<file path="src/rtl/prom_bus_timing.sv">
module prom_bus_timing #(
    parameter int ADDR_W  = 19,
    parameter int DATA_W  = 8,
    parameter int ACC_CYC = 4,
    parameter int OE_CYC  = 2,
    parameter int DF_CYC  = 1
) (
    input  logic              clk,
    input  logic              rst_n,
    input  logic [ADDR_W-1:0] addr,
    input  logic              ce_n,
    input  logic              oe_n,
    input  logic              vpp_on,
    input  logic              id_hv,
    input  logic              drive_req,
    input  logic [DATA_W-1:0] sel_byte,
    output logic [DATA_W-1:0] dq_out,
    output logic              dq_oe,
    output logic              dq_valid
);

    localparam int CNT_MAX0 = (ACC_CYC > OE_CYC) ? ACC_CYC : OE_CYC;
    localparam int CNT_MAX  = (CNT_MAX0 > DF_CYC) ? CNT_MAX0 : DF_CYC;
    localparam int CNT_W    = $clog2(CNT_MAX + 2);
    localparam logic [CNT_W-1:0] ACC_LIM = CNT_W'(ACC_CYC);
    localparam logic [CNT_W-1:0] OE_LIM  = CNT_W'(OE_CYC);
    localparam logic [CNT_W-1:0] DF_LIM  = CNT_W'(DF_CYC);

    typedef struct packed {
        logic              prev_ce_n;
        logic              prev_oe_n;
        logic              prev_vpp;
        logic              prev_idhv;
        logic [ADDR_W-1:0] prev_addr;
        logic [CNT_W-1:0]  acc_age;
        logic [CNT_W-1:0]  oe_age;
        logic [CNT_W-1:0]  float_left;
        logic              drv_on;
        logic              valid;
        logic [DATA_W-1:0] data;
    } tim_t;

    tim_t t_d, t_q;
    logic acc_restart;
    logic oe_restart;

    always_comb begin
        t_d = t_q;

        acc_restart = ce_n || t_q.prev_ce_n || (addr != t_q.prev_addr)
                      || (vpp_on != t_q.prev_vpp) || (id_hv != t_q.prev_idhv);
        oe_restart  = oe_n || t_q.prev_oe_n;

        if (acc_restart) begin
            t_d.acc_age = '0;
        end else if (t_q.acc_age < ACC_LIM) begin
            t_d.acc_age = t_q.acc_age + CNT_W'(1);
        end

        if (oe_restart) begin
            t_d.oe_age = '0;
        end else if (t_q.oe_age < OE_LIM) begin
            t_d.oe_age = t_q.oe_age + CNT_W'(1);
        end

        t_d.valid = drive_req && (t_d.acc_age >= ACC_LIM) && (t_d.oe_age >= OE_LIM);
        if (drive_req) begin
            t_d.data = sel_byte;
        end

        // Bus release: hold the enable DF_CYC edges after the drive condition ends.
        t_d.drv_on = drive_req || (t_q.float_left != '0);
        if (drive_req) begin
            t_d.float_left = DF_LIM;
        end else if (t_q.float_left != '0) begin
            t_d.float_left = t_q.float_left - CNT_W'(1);
        end

        t_d.prev_ce_n = ce_n;
        t_d.prev_oe_n = oe_n;
        t_d.prev_vpp  = vpp_on;
        t_d.prev_idhv = id_hv;
        t_d.prev_addr = addr;
    end

    always_ff @(posedge clk or negedge rst_n) begin
        if (!rst_n) begin
            t_q           <= '0;
            t_q.prev_ce_n <= 1'b1;
            t_q.prev_oe_n <= 1'b1;
        end else begin
            t_q <= t_d;
        end
    end

    assign dq_out   = t_q.valid ? t_q.data : '0;
    assign dq_oe    = t_q.drv_on;
    assign dq_valid = t_q.valid;

endmodule

</file>
<file path="config.mk">
export PLATFORM = sky130hd
export DESIGN_NAME = prom_bus_timing
export DESIGN_NICKNAME = d
export VERILOG_FILES = /design/src/rtl/prom_bus_timing.sv
export SDC_FILE = /design/constraint.sdc
export NUM_CORES = 1
export LEC_CHECK = 0
export BUFFER_PORTS_ARGS = -buffer_cell sky130_fd_sc_hd__clkbuf_2
export CORE_MARGIN = 1.5
export CORE_UTILIZATION = 38
export CTS_CLUSTER_SIZE = 10
export DETAILED_ROUTE_END_ITERATION = 7
export PLACE_DENSITY = 0.59
export SLEW_MARGIN = 5
export SYNTH_ARGS = -nofsm -noshare
export SYNTH_HDL_FRONTEND = slang
export SYNTH_SLANG_ARGS = --single-unit
</file>
<file path="constraint.sdc">
create_clock -name clk -period 3.73 [get_ports clk]
set_input_delay 0.373 -clock clk [delete_from_list [all_inputs] [get_ports clk]]
set_output_delay 0.373 -clock clk [all_outputs]
set_load 0.02 [all_outputs]
</file>
==> reports/results.ini, run 1 <==
[sta]
setup-violations-final = 0
slew-limit-headroom = 0.3440
fin_crit_sh = 0.4472
grt_setup_unrepaired = no
slew_violations = 0
fmax_mhz = 599.5
finalWorstSetupSlack_ns = 2.062
report.final.hold_viol_count = 0
period_minus_slack_ns = 1.668
timing.hold.ws_ns = 0.1778
setup_tns_ns = 0
clock-skew-final_ns = 0.006529
worst-slew-pin-transition_ns = 0.9840

[final_layout]
drive_above_1_share = 0.3526
postLayoutCoreUtil = 0.4927
finalInstanceArea_um2 = 2013
syn_to_final_growth_pct = 22.17
net_total_in_the_final_layout = 210
fin_cells = 223
antenna-diode-count = 0

[synth]
synth_nets = 161
syn_area_per_cell_um2 = 13.40
post-synth-top-area-fraction = 0.6074
synth_sequential_area_ratio = 0.6393
post_synth_num_cell_types = 19
synth_area_leaders = sky130_fd_sc_hd__dfrtp_1, sky130_fd_sc_hd__xor2_1, sky130_fd_sc_hd__mux2_2
yosysWarningCount = 0
synth_top_cell_by_area = sky130_fd_sc_hd__dfrtp_1
synth_seq_cells = 42
synthesis.instances = 123
post_synth_instance_area_um2 = 1648

[placed_design]
port_buffer_count = 43
gp_congestion = 0.6816
placedCellCount = 215
pre_cts_slack_ns = 1.965
place_hpwl_um = 2194
post_dp_cell_area_um2 = 1922

[clock_tree]
clkLatencyLatePin_ns = 0.29
clock-sinks = 42
post_cts_resized = 0
htree_levels = 2
cts_root_buffer = sky130_fd_sc_hd__clkbuf_8
tritoncts_buffers = 5
clock_tree.buffer_depth = 2
cts_tree = done
cts_hold_buf = 0
cts.clk_slew.worst_paths_ns = 0.07
post_cts_buffers = 0

[grt]
gr-usage-all-layers = 0.1349
antenna_found_initial = 0
grt_first_pass_wirelength_um = 4485
maximum_number_of_pins_on_one_net_before_global_route_repair = 43
first_global_vias = 1093
grt_remaining_overflow = 0

[detailed_routing]
route.detailed.vias_per_inst = 4.839
overall_via_count_from_detail_route = 1079
routedWlPerCell_um = 12.71
antenna_left = 0
drt-initial-drc-count = 26
drt_pre_antenna_iters = 4
route.detailed.drc = 0
postRouteWirelength_um = 2835

[run_status]
status = finished, final reports clean

[setup_path]
setup.reg_to_reg.worst_slack_ns = 2.06
critPathMaxFanout = 3
crit_arrival_ns = 1.86
critical_path.endpoint_type = flop
critical_path_required_ns = 3.93
start_kind = flop
setup.worst_path.class = flop to flop

[pwr]
combinationalPowerShare = 0.144
swShare = 0.2476
p_switching_mw = 0.2314
clk_pwr_share = 0.310
sequentialPowerShare = 0.546
p_leak_nw = 0.9629
power.total_mw = 0.9345
vdd.ir_drop.worst_uv = 310.8
cell_internal_pwr_mw = 0.7031
power.density_cell_area_nw_per_um2 = 464.2

[floorplanning]
floorplan.core_area_um2 = 4086
die_x_um = 68.85
pin_count = 44
num_rows = 23
initial_core_utilization = 0.4032
die_height_um = 68.85
dieArea_um2 = 4740

[hold_path]
hold_class = input port to flop

[flow_run]
max-cap-violations = 0

-- final timing paths --
kind,startpoint,endpoint,cells past startpoint
max,t_q[20],t_q[18],4
min,ce_n,t_q[41],1
max reg2reg,t_q[20],t_q[18],4
min reg2reg,t_q[2],t_q[2],1
max in group asynchronous,rst_n,t_q[5],1
min in group asynchronous,rst_n,t_q[4],1
-- layout make-up --
| class | count | area, um^2 |
|---|---|---|
| Clock inverter | 1 | 5.005 |
| Multi-Input combinational cell | 75 | 571.8 |
| Timing Repair Buffer | 43 | 215.2 |
| Inverter | 5 | 18.77 |
| Clock buffer | 7 | 86.33 |
| Sequential cell | 42 | 1054 |
| Tap cell | 50 | 62.56 |
| Fill cell | 393 | 2073 |
-- state kept, by name, indices dropped and copies added, names as in the netlist --
register	cells
t_q	40
dq_oe	1
dq_valid	1
-- cells in the final DEF, fill, tap and decap left out --
cell / instances
sky130_fd_sc_hd__inv_1: 5
sky130_fd_sc_hd__nor4_1: 4
sky130_fd_sc_hd__or4_4: 1
sky130_fd_sc_hd__xnor2_1: 5
sky130_fd_sc_hd__nand2b_1: 2
sky130_fd_sc_hd__mux2_2: 8
sky130_fd_sc_hd__nor3_1: 7
sky130_fd_sc_hd__mux2i_1: 1
sky130_fd_sc_hd__xor2_1: 19
sky130_fd_sc_hd__clkbuf_2: 43
sky130_fd_sc_hd__and2_1: 8
sky130_fd_sc_hd__ha_1: 4
sky130_fd_sc_hd__dfstp_2: 2
sky130_fd_sc_hd__dfrtp_1: 40
sky130_fd_sc_hd__clkbuf_1: 1
sky130_fd_sc_hd__clkinv_2: 1
sky130_fd_sc_hd__a2111oi_0: 1
sky130_fd_sc_hd__a21oi_1: 4
sky130_fd_sc_hd__nand4_1: 3
sky130_fd_sc_hd__nand2_1: 1
sky130_fd_sc_hd__nor2_1: 7
sky130_fd_sc_hd__clkbuf_8: 6
-- power by group through the flow --
| stage | sequential, mW | combinational, mW | clock (mW) |
|---|---|---|---|
| finish | 0.510 | 0.135 | 0.289 |
| global route | 0.513 | 0.158 | 0.319 |
| CTS | 0.510 | 0.139 | 0.302 |
| detailed placement | 0.519 | 0.138 | 0 |
| global placement | 0.517 | 0.125 | 0 |
| floorplan | 0.519 | 0.0797 | 0 |
-- synthesized netlist by cell type (all sizes together) --
master	count
a2111oi	1
a21oi	4
and2	8
clkbuf	1
dfrtp	40
dfstp	2
ha	4
inv	5
mux2	8
mux2i	1
nand2	1
nand2b	2
nand4	3
nor2	7
nor3	7
nor4	4
or4	1
xnor2	5
xor2	19
-- cell families after synthesis --
group	count (synthesis)	synth area share
mux	9	0.06075
xor+xnor	24	0.1276
compound gates	5	0.01747
buf+inv	6	0.01367
flops	42	0.6393
simple gates	33	0.1109
fa+ha+maj	4	0.03037
-- per-layer routing --
layer	global-route usage	share of wire
met4	0.07108	0.011
met5	0	0
met1	0.1266	0.39
met3	0.03571	0.067
met2	0.2620	0.53
-- worst max-delay path, cell delays in order, from the launching register on --
cell and delay, ns:
sky130_fd_sc_hd__dfrtp_1 0.38, sky130_fd_sc_hd__xor2_1 0.16, sky130_fd_sc_hd__nor4_1 0.56, sky130_fd_sc_hd__nand4_1 0.25
sky130_fd_sc_hd__nor3_1 0.25
(Power assumes the default switching activity.)
==> inputs of run 2 (changes only) <==
- ABC_AREA: unset -> 1
- PLACE_DENSITY: 0.59 -> 0.58
- clock period: 3.73 -> 1.7 ns (I/O delays scaled with it)
==> run 2 against run 1 <==
Area after synthesis rose by 11%. Critical path depth grew 1. Clock skew fell by 0.0029 ns. Maximum frequency grew 28%. Routed wire length grew 13%. Count of clock-buffer cells in the layout unchanged. Register-to-register slack lost 1.7 ns. Critical path type unchanged. Critical endpoint is now t_q[11]. Largest power group unchanged.
==> reports/results.ini, run 2 <==
[floorplanning]
initial_core_utilization = 0.3917  ; -0.01157
pin_count = 44  ; unchanged
dieArea_um2 = 5229  ; +10%
floorplan.core_area_um2 = 4661  ; +14%
die_x_um = 72.31  ; +5.0%
die_height_um = 72.31  ; +5.0%
num_rows = 25  ; +8.7%

[synth]
post_synth_instance_area_um2 = 1826  ; +11%
synth_top_cell_by_area = sky130_fd_sc_hd__dfrtp_1
synth_seq_cells = 42  ; unchanged
syn_area_per_cell_um2 = 8.260  ; -38%
synthTopCellsByCount = sky130_fd_sc_hd__nand2_1, sky130_fd_sc_hd__inv_1, sky130_fd_sc_hd__dfrtp_1, sky130_fd_sc_hd__nor2_1
yosysWarningCount = 0  ; unchanged
synthesis.instances = 221  ; +80%
synth_sequential_area_ratio = 0.5771  ; -0.06222
synth_most_common_cell = sky130_fd_sc_hd__nand2_1
post_synth_num_cell_types = 20  ; +1
synth_nets = 259  ; +61%
async_flop_share = 1.000  ; unchanged
postSynth.topFlopCell = sky130_fd_sc_hd__dfrtp_1
post-synth-top-area-fraction = 0.5483  ; -0.05912
synth_area_leaders = sky130_fd_sc_hd__dfrtp_1, sky130_fd_sc_hd__nand2_1, sky130_fd_sc_hd__inv_1
synth_enable_flop_cells = 0  ; unchanged

[setup_path]
critPathMostFrequentCell = sky130_fd_sc_hd__ha_1
critical_path_required_ns = 1.92  ; -2.01 ns
critical_path.cell_chain = inv_1 -> ha_1 -> ha_1 -> or2_2 -> o22ai_1
critPathSlowestCell = sky130_fd_sc_hd__dfrtp_1
start_kind = flop
setup.worst_path.class = flop to flop
timing.critical_path.slowest_cell_delay_ns = 0.36  ; -0.20 ns
critical_path.endpoint_type = flop
setup.reg_to_reg.worst_slack_ns = 0.40  ; -1.66 ns
crit_arrival_ns = 1.52  ; -0.34 ns
critPathMaxFanout = 4  ; +1

[sta]
worst-slew-pin-transition_ns = 0.5271  ; -0.4569 ns
fmax_mhz = 770.3  ; +28%
slew_violations = 0  ; unchanged
clock-skew-final_ns = 0.003623  ; -0.002906 ns
slew-limit-headroom = 0.6486  ; +0.3046
setup-violations-final = 0  ; unchanged
grt_setup_unrepaired = no
period_minus_slack_ns = 1.298  ; -0.3697 ns
report.final.hold_viol_count = 0  ; unchanged
fin_crit_sh = 0.7637  ; +0.3165
setup_tns_ns = 0  ; unchanged

[detailed_routing]
wl_met3_um = 168  ; -11%
drt_pre_antenna_iters = 4  ; unchanged
drt-initial-drc-count = 34  ; +31%
postRouteWirelength_um = 3194  ; +13%
wl_met2_um = 1417  ; -6.0%
overall_via_count_from_detail_route = 1436  ; +33%
routedWlPerCell_um = 9.312  ; -27%
highest-signal-layer = met4
met1_length_um = 1537  ; +39%
route.detailed.drc = 0  ; unchanged
antenna_left = 0  ; unchanged
route.detailed.vias_per_inst = 4.187  ; -13%

[placed_design]
gp_congestion = 0.6648  ; -2.5%
place_hpwl_um = 2199  ; +0.22%
port_buffer_count = 43  ; unchanged
post_dp_cell_area_um2 = 2108  ; +9.7%

[clock_tree]
clkLatencyLatePin_ns = 0.30  ; about the same
htree_levels = 2  ; unchanged
clock_tree.buffer_depth = 2  ; unchanged
post_cts_resized = 0  ; unchanged
tritoncts_buffers = 5  ; unchanged
cts_root_buffer = sky130_fd_sc_hd__clkbuf_8
clock-sinks = 42  ; unchanged
cts.clk_slew.worst_paths_ns = 0.08  ; about the same
cts_tree = done

[grt]
first_global_vias = 1380  ; +26%
gr-usage-all-layers = 0.1412  ; +0.006364
maximum_number_of_pins_on_one_net_before_global_route_repair = 43  ; unchanged
grt_first_pass_wirelength_um = 5547  ; +24%
antenna_found_initial = 0  ; unchanged
grt_remaining_overflow = 0  ; unchanged

[pwr]
clk_pwr_share = 0.314  ; +0.004
sequentialPowerShare = 0.531  ; -0.015
vdd.ir_drop.worst_uv = 376.9  ; +21%
power.total_mw = 2.103  ; +130%
swShare = 0.2573  ; +0.009660
p_leak_nw = 1.401  ; +46%
cell_internal_pwr_mw = 1.562  ; +120%
power.density_cell_area_nw_per_um2 = 883.7  ; +90%
combinationalPowerShare = 0.154  ; +0.010
p_switching_mw = 0.5411  ; +130%

[hold_path]
hold_class = input port to flop

[final_layout]
fill_cells = 446  ; +13%
syn_to_final_growth_pct = 30.36
most_frequent_cells_in_the_layout = sky130_fd_sc_hd__nand2_1, sky130_fd_sc_hd__inv_1, sky130_fd_sc_hd__clkbuf_2, sky130_fd_sc_hd__dfrtp_1, sky130_fd_sc_hd__nor2_1
registers.top_by_ff_count = t_q
mostFrequentLayoutCell = sky130_fd_sc_hd__nand2_1
drive_above_1_share = 0.2007  ; -0.1519
multiInputGateArea_um2 = 599.3  ; +4.8%
finalInstanceArea_um2 = 2380  ; +18%
number_of_flip_flops_under_the_largest_register_name = 40  ; unchanged
antenna-diode-count = 0  ; unchanged
net_total_in_the_final_layout = 326  ; +55%
final-seq-area_um2 = 1054  ; unchanged

[flow_run]
max-cap-violations = 0  ; unchanged

[run_status]
status = finished, final reports clean

[run 2: final cells by class]
type / count / area share
multi-input combinational: 133 / 0.2518
timing repair buffer: 62 / 0.1693
inverter: 44 / 0.06940
clock inverter: 1 / 0.002103
clock buffer: 7 / 0.03628
sequential: 42 / 0.4427
tap: 54 / 0.02839
[run 2: worst paths after layout]
path | from | endpoint | cells after the start
worst max-delay path | t_q[10] | t_q[11] | 5
min in group asynchronous | rst_n | dq_oe | 3
worst min-delay path | vpp_on | t_q[39] | 1
worst min register to register | t_q[6] | t_q[6] | 2
max in group asynchronous | rst_n | t_q[41] | 3
worst max register to register | t_q[10] | t_q[11] | 5
[run 2: routing by layer]
| metal | GRT usage | vias to the layer above |
|---|---|---|
| li1 | - | 773 |
| met1 | 0.1661 | 616 |
| met2 | 0.2284 | 40 |
| met3 | 0.05278 | 7 |
| met4 | 0.06918 | 0 |
| met5 | 0 | - |
[run 2: repair_timing]
| action | in CTS | in global routing |
|---|---|---|
| setup buffers | 0 | 0 |
| endpoints found under the hold margin | 57 | 0 |
| hold buffers | 18 | 0 |
[run 2: power by group through the flow]
stage                     sequential [mW]  combinational [mW]  clock, mW
after floorplan                      1.14               0.177          0
after global placement               1.14               0.289          0
after detailed placement             1.14               0.298          0
after CTS                            1.12               0.332      0.695
after global routing                 1.13               0.382      0.728
final                                1.12               0.324      0.661
[run 2: kinds of logic (layout without fill, tap and decap cells)]
kind of cell / after synthesis / in the layout / share of synthesized area
compound gates: 10 / 10 / 0.02878
buf+inv: 46 / 114 / 0.09458
xor+xnor: 5 / 5 / 0.02399
flops: 42 / 42 / 0.5771
mux: 1 / 1 / 0.005483
fa+ha+maj: 4 / 4 / 0.02742
simple gates: 113 / 113 / 0.2426
[run 2: stage by stage]
| step | utilization | instances | worst slack (ns) | hold WS [ns] |
|---|---|---|---|---|
| floorplan | - | 221 | 0.4919 | -0.1256 |
| global placement | 0.4523 | 317 | 0.4645 | 0.2722 |
| detailed placement | 0.4523 | 317 | 0.4159 | 0.2715 |
| CTS | 0.5106 | 343 | 0.3858 | 0.001143 |
| global route | 0.5106 | 343 | 0.3043 | 0.002910 |
| finish | 0.5106 | 343 | 0.4018 | 0.01147 |
[run 2: critical path: cells and delay by family, from the launching register on]
kind                     cells  cell delay (ns)
flip-flops                   1             0.36
adder cells (fa/ha/maj)      2             0.41
buffers and inverters        1             0.05
AO/OA/AOI/OAI                1             0.11
AND/OR/NAND/NOR              1             0.30
==> inputs of run 3 (changes only) <==
- clock period: 1.7 -> 1.35 ns (I/O delays scaled with it)
==> run 3 against run 2 <==
Combinational power is 40% higher. Sequential share of layout area shrank 0.35 points. Non-clock buffer count down 7. First-iteration DRC count grew 65%. Routed wire length fell by 1.7%. Maximum frequency increased by 2.8%. Worst hold slack gained 0.039 ns. Setup slack got worse by 0.32 ns. Global-route usage grew 0.33 points. Largest power group unchanged. Critical path depth stayed put. Cell area increased by 0.79%. Sequential power rose by 26%.
==> reports/results.ini, run 3 (synthesis results as in run 2) <==
[setup_path]
critical_path_required_ns = 1.56  ; -0.36 ns
crit_arrival_ns = 1.48  ; -0.04 ns
reg2regPathDepth = 5  ; unchanged
critPathMaxFanout = 4  ; unchanged
start_kind = flop
timing.rr.end = t_q[12]
r2r-start = t_q[10]
setup.reg_to_reg.worst_slack_ns = 0.09  ; -0.32 ns
setup.worst_path.class = flop to flop
critical_path.endpoint_type = flop

[final_layout]
net_total_in_the_final_layout = 319  ; -2.1%
most_frequent_cells_in_the_layout = sky130_fd_sc_hd__nand2_1, sky130_fd_sc_hd__inv_1, sky130_fd_sc_hd__dfrtp_1, sky130_fd_sc_hd__clkbuf_2, sky130_fd_sc_hd__nor2_1
multiInputGateArea_um2 = 610.6  ; +1.9%
mostFrequentLayoutCell = sky130_fd_sc_hd__nand2_1
syn_to_final_growth_pct = 31.39
final-seq-area_um2 = 1054  ; unchanged
drive_above_1_share = 0.1637  ; -0.03699
postLayoutCoreUtil = 0.5146  ; +0.004027
registers.top_by_ff_count = t_q
number_of_flip_flops_under_the_largest_register_name = 40  ; unchanged
antenna-diode-count = 0  ; unchanged
fill_cells = 441  ; -1.1%

[hold_path]
min_delay_worst_endpoint = t_q[5]
hold_path_startpoint = sel_byte[5]
hold_class = input port to flop
worstHoldPathCells = 3  ; +2

[pwr]
power.total_mw = 2.610  ; +24%
vdd.ir_drop.worst_uv = 637.5  ; +69%
power.density_cell_area_nw_per_um2 = 1088  ; +23%
p_leak_nw = 1.403  ; +0.15%

[grt]
first_global_vias = 1385  ; +0.36%
maximum_number_of_pins_on_one_net_before_global_route_repair = 23  ; -47%
gr-usage-all-layers = 0.1446  ; +0.003350
grt_remaining_overflow = 0  ; unchanged
antenna_found_initial = 0  ; unchanged
grt_first_pass_wirelength_um = 5761  ; +3.9%

[placed_design]
port_buffer_count = 43  ; unchanged
place_hpwl_um = 2328  ; +5.9%
gp_congestion = 0.6827  ; +2.7%

[floorplanning]
dieArea_um2 = 5229  ; unchanged
floorplan.core_area_um2 = 4661  ; unchanged
num_rows = 25  ; unchanged
die_x_um = 72.31  ; unchanged
pin_count = 44  ; unchanged
initial_core_utilization = 0.3917  ; unchanged
die_height_um = 72.31  ; unchanged

[detailed_routing]
met1_length_um = 1476  ; -4.0%
wl_met2_um = 1450  ; +2.3%
overall_via_count_from_detail_route = 1418  ; -1.3%
route.detailed.drc = 0  ; unchanged
routedWlPerCell_um = 9.373  ; +0.66%
drt_pre_antenna_iters = 4  ; unchanged
drt-initial-drc-count = 56  ; +65%
antenna_left = 0  ; unchanged
route.detailed.vias_per_inst = 4.233  ; +1.1%
postRouteWirelength_um = 3140  ; -1.7%
highest-signal-layer = met4
wl_met3_um = 164  ; -2.4%

[clock_tree]
clkLatencyLatePin_ns = 0.29  ; about the same
cts.clk_slew.worst_paths_ns = 0.07  ; about the same
htree_levels = 2  ; unchanged
tritoncts_buffers = 5  ; unchanged
cts_tree = done
cts_root_buffer = sky130_fd_sc_hd__clkbuf_8
clock-sinks = 42  ; unchanged
clock_tree.buffer_depth = 2  ; unchanged

[sta]
worst-slew-pin-transition_ns = 0.3621  ; -0.1650 ns
report.final.hold_viol_count = 0  ; unchanged
slew_violations = 0  ; unchanged
grt_setup_unrepaired = yes
clock-skew-final_ns = 0.004328  ; +0.0007051 ns
slew-limit-headroom = 0.7586  ; +0.1100
setup-violations-final = 0  ; unchanged
fin_crit_sh = 0.9358  ; +0.1722
fmax_mhz = 791.5  ; +2.8%
period_minus_slack_ns = 1.263  ; -0.03484 ns

[run_status]
status = finished, final reports clean

[flow_run]
max-cap-violations = 0  ; unchanged

-- run 3: metal layers --
metal  track usage  vias up
li1              -      762
met1        0.1755      613
met2        0.2438       38
met3       0.04583        5
met4       0.05031        0
met5             0        -
-- run 3: cell type report --
type,instances,share of cell area
clock buffer,7,0.03182
inverter,44,0.06886
multi-input combinational,133,0.2546
sequential,42,0.4392
tap,54,0.02817
timing repair buffer,55,0.1774
-- run 3: worst max-delay path by stage --
stage | start | to | slack [ns] | cells after the start
after floorplan | t_q[10] | t_q[11] | 0.14 | 5
after global placement | t_q[10] | t_q[11] | 0.12 | 5
after detailed placement | t_q[10] | t_q[11] | 0.08 | 5
after CTS | t_q[10] | t_q[11] | 0.06 | 5
after global routing | addr[7] | dq_valid | -0.006 | 10
final | t_q[10] | t_q[12] | 0.09 | 5
-- run 3: where the power goes --
group	switching, mW	internal, mW
Combinational	0.229	0.222
Sequential	0.0446	1.37
Clock	0.391	0.356
Total	0.665	1.94
-- run 3: through the flow --
| step | setup slack, ns | TNS (ns) | cell area, um^2 | hold slack, ns | std cells |
|---|---|---|---|---|---|
| final | 0.08662 | 0 | 2399 | 0.05083 | 335 |
| after global routing | -0.005651 | -0.005651 | 2399 | 0.05391 | 335 |
| after CTS | 0.06150 | 0 | 2445 | 0.04492 | 349 |
| after global placement | 0.1201 | 0 | 2128 | 0.05745 | 318 |
| after detailed placement | 0.07857 | 0 | 2128 | 0.06268 | 318 |
| after floorplan | 0.1419 | 0 | 1826 | -0.1606 | 221 |
-- run 3: worst max-delay path, cell delays in order, from the launching register on --
cell and delay (ns):
sky130_fd_sc_hd__dfrtp_1 0.37, sky130_fd_sc_hd__inv_1 0.05, sky130_fd_sc_hd__ha_1 0.19, sky130_fd_sc_hd__ha_2 0.19, sky130_fd_sc_hd__or2_2 0.29, sky130_fd_sc_hd__o22ai_1 0.11
-- run 3: timing repair --
item	in CTS	in global routing
hold buffers	24	0
gates resized for setup	0	8
setup endpoints to repair	0	3
hold endpoints to repair	32	0
setup buffers	0	1
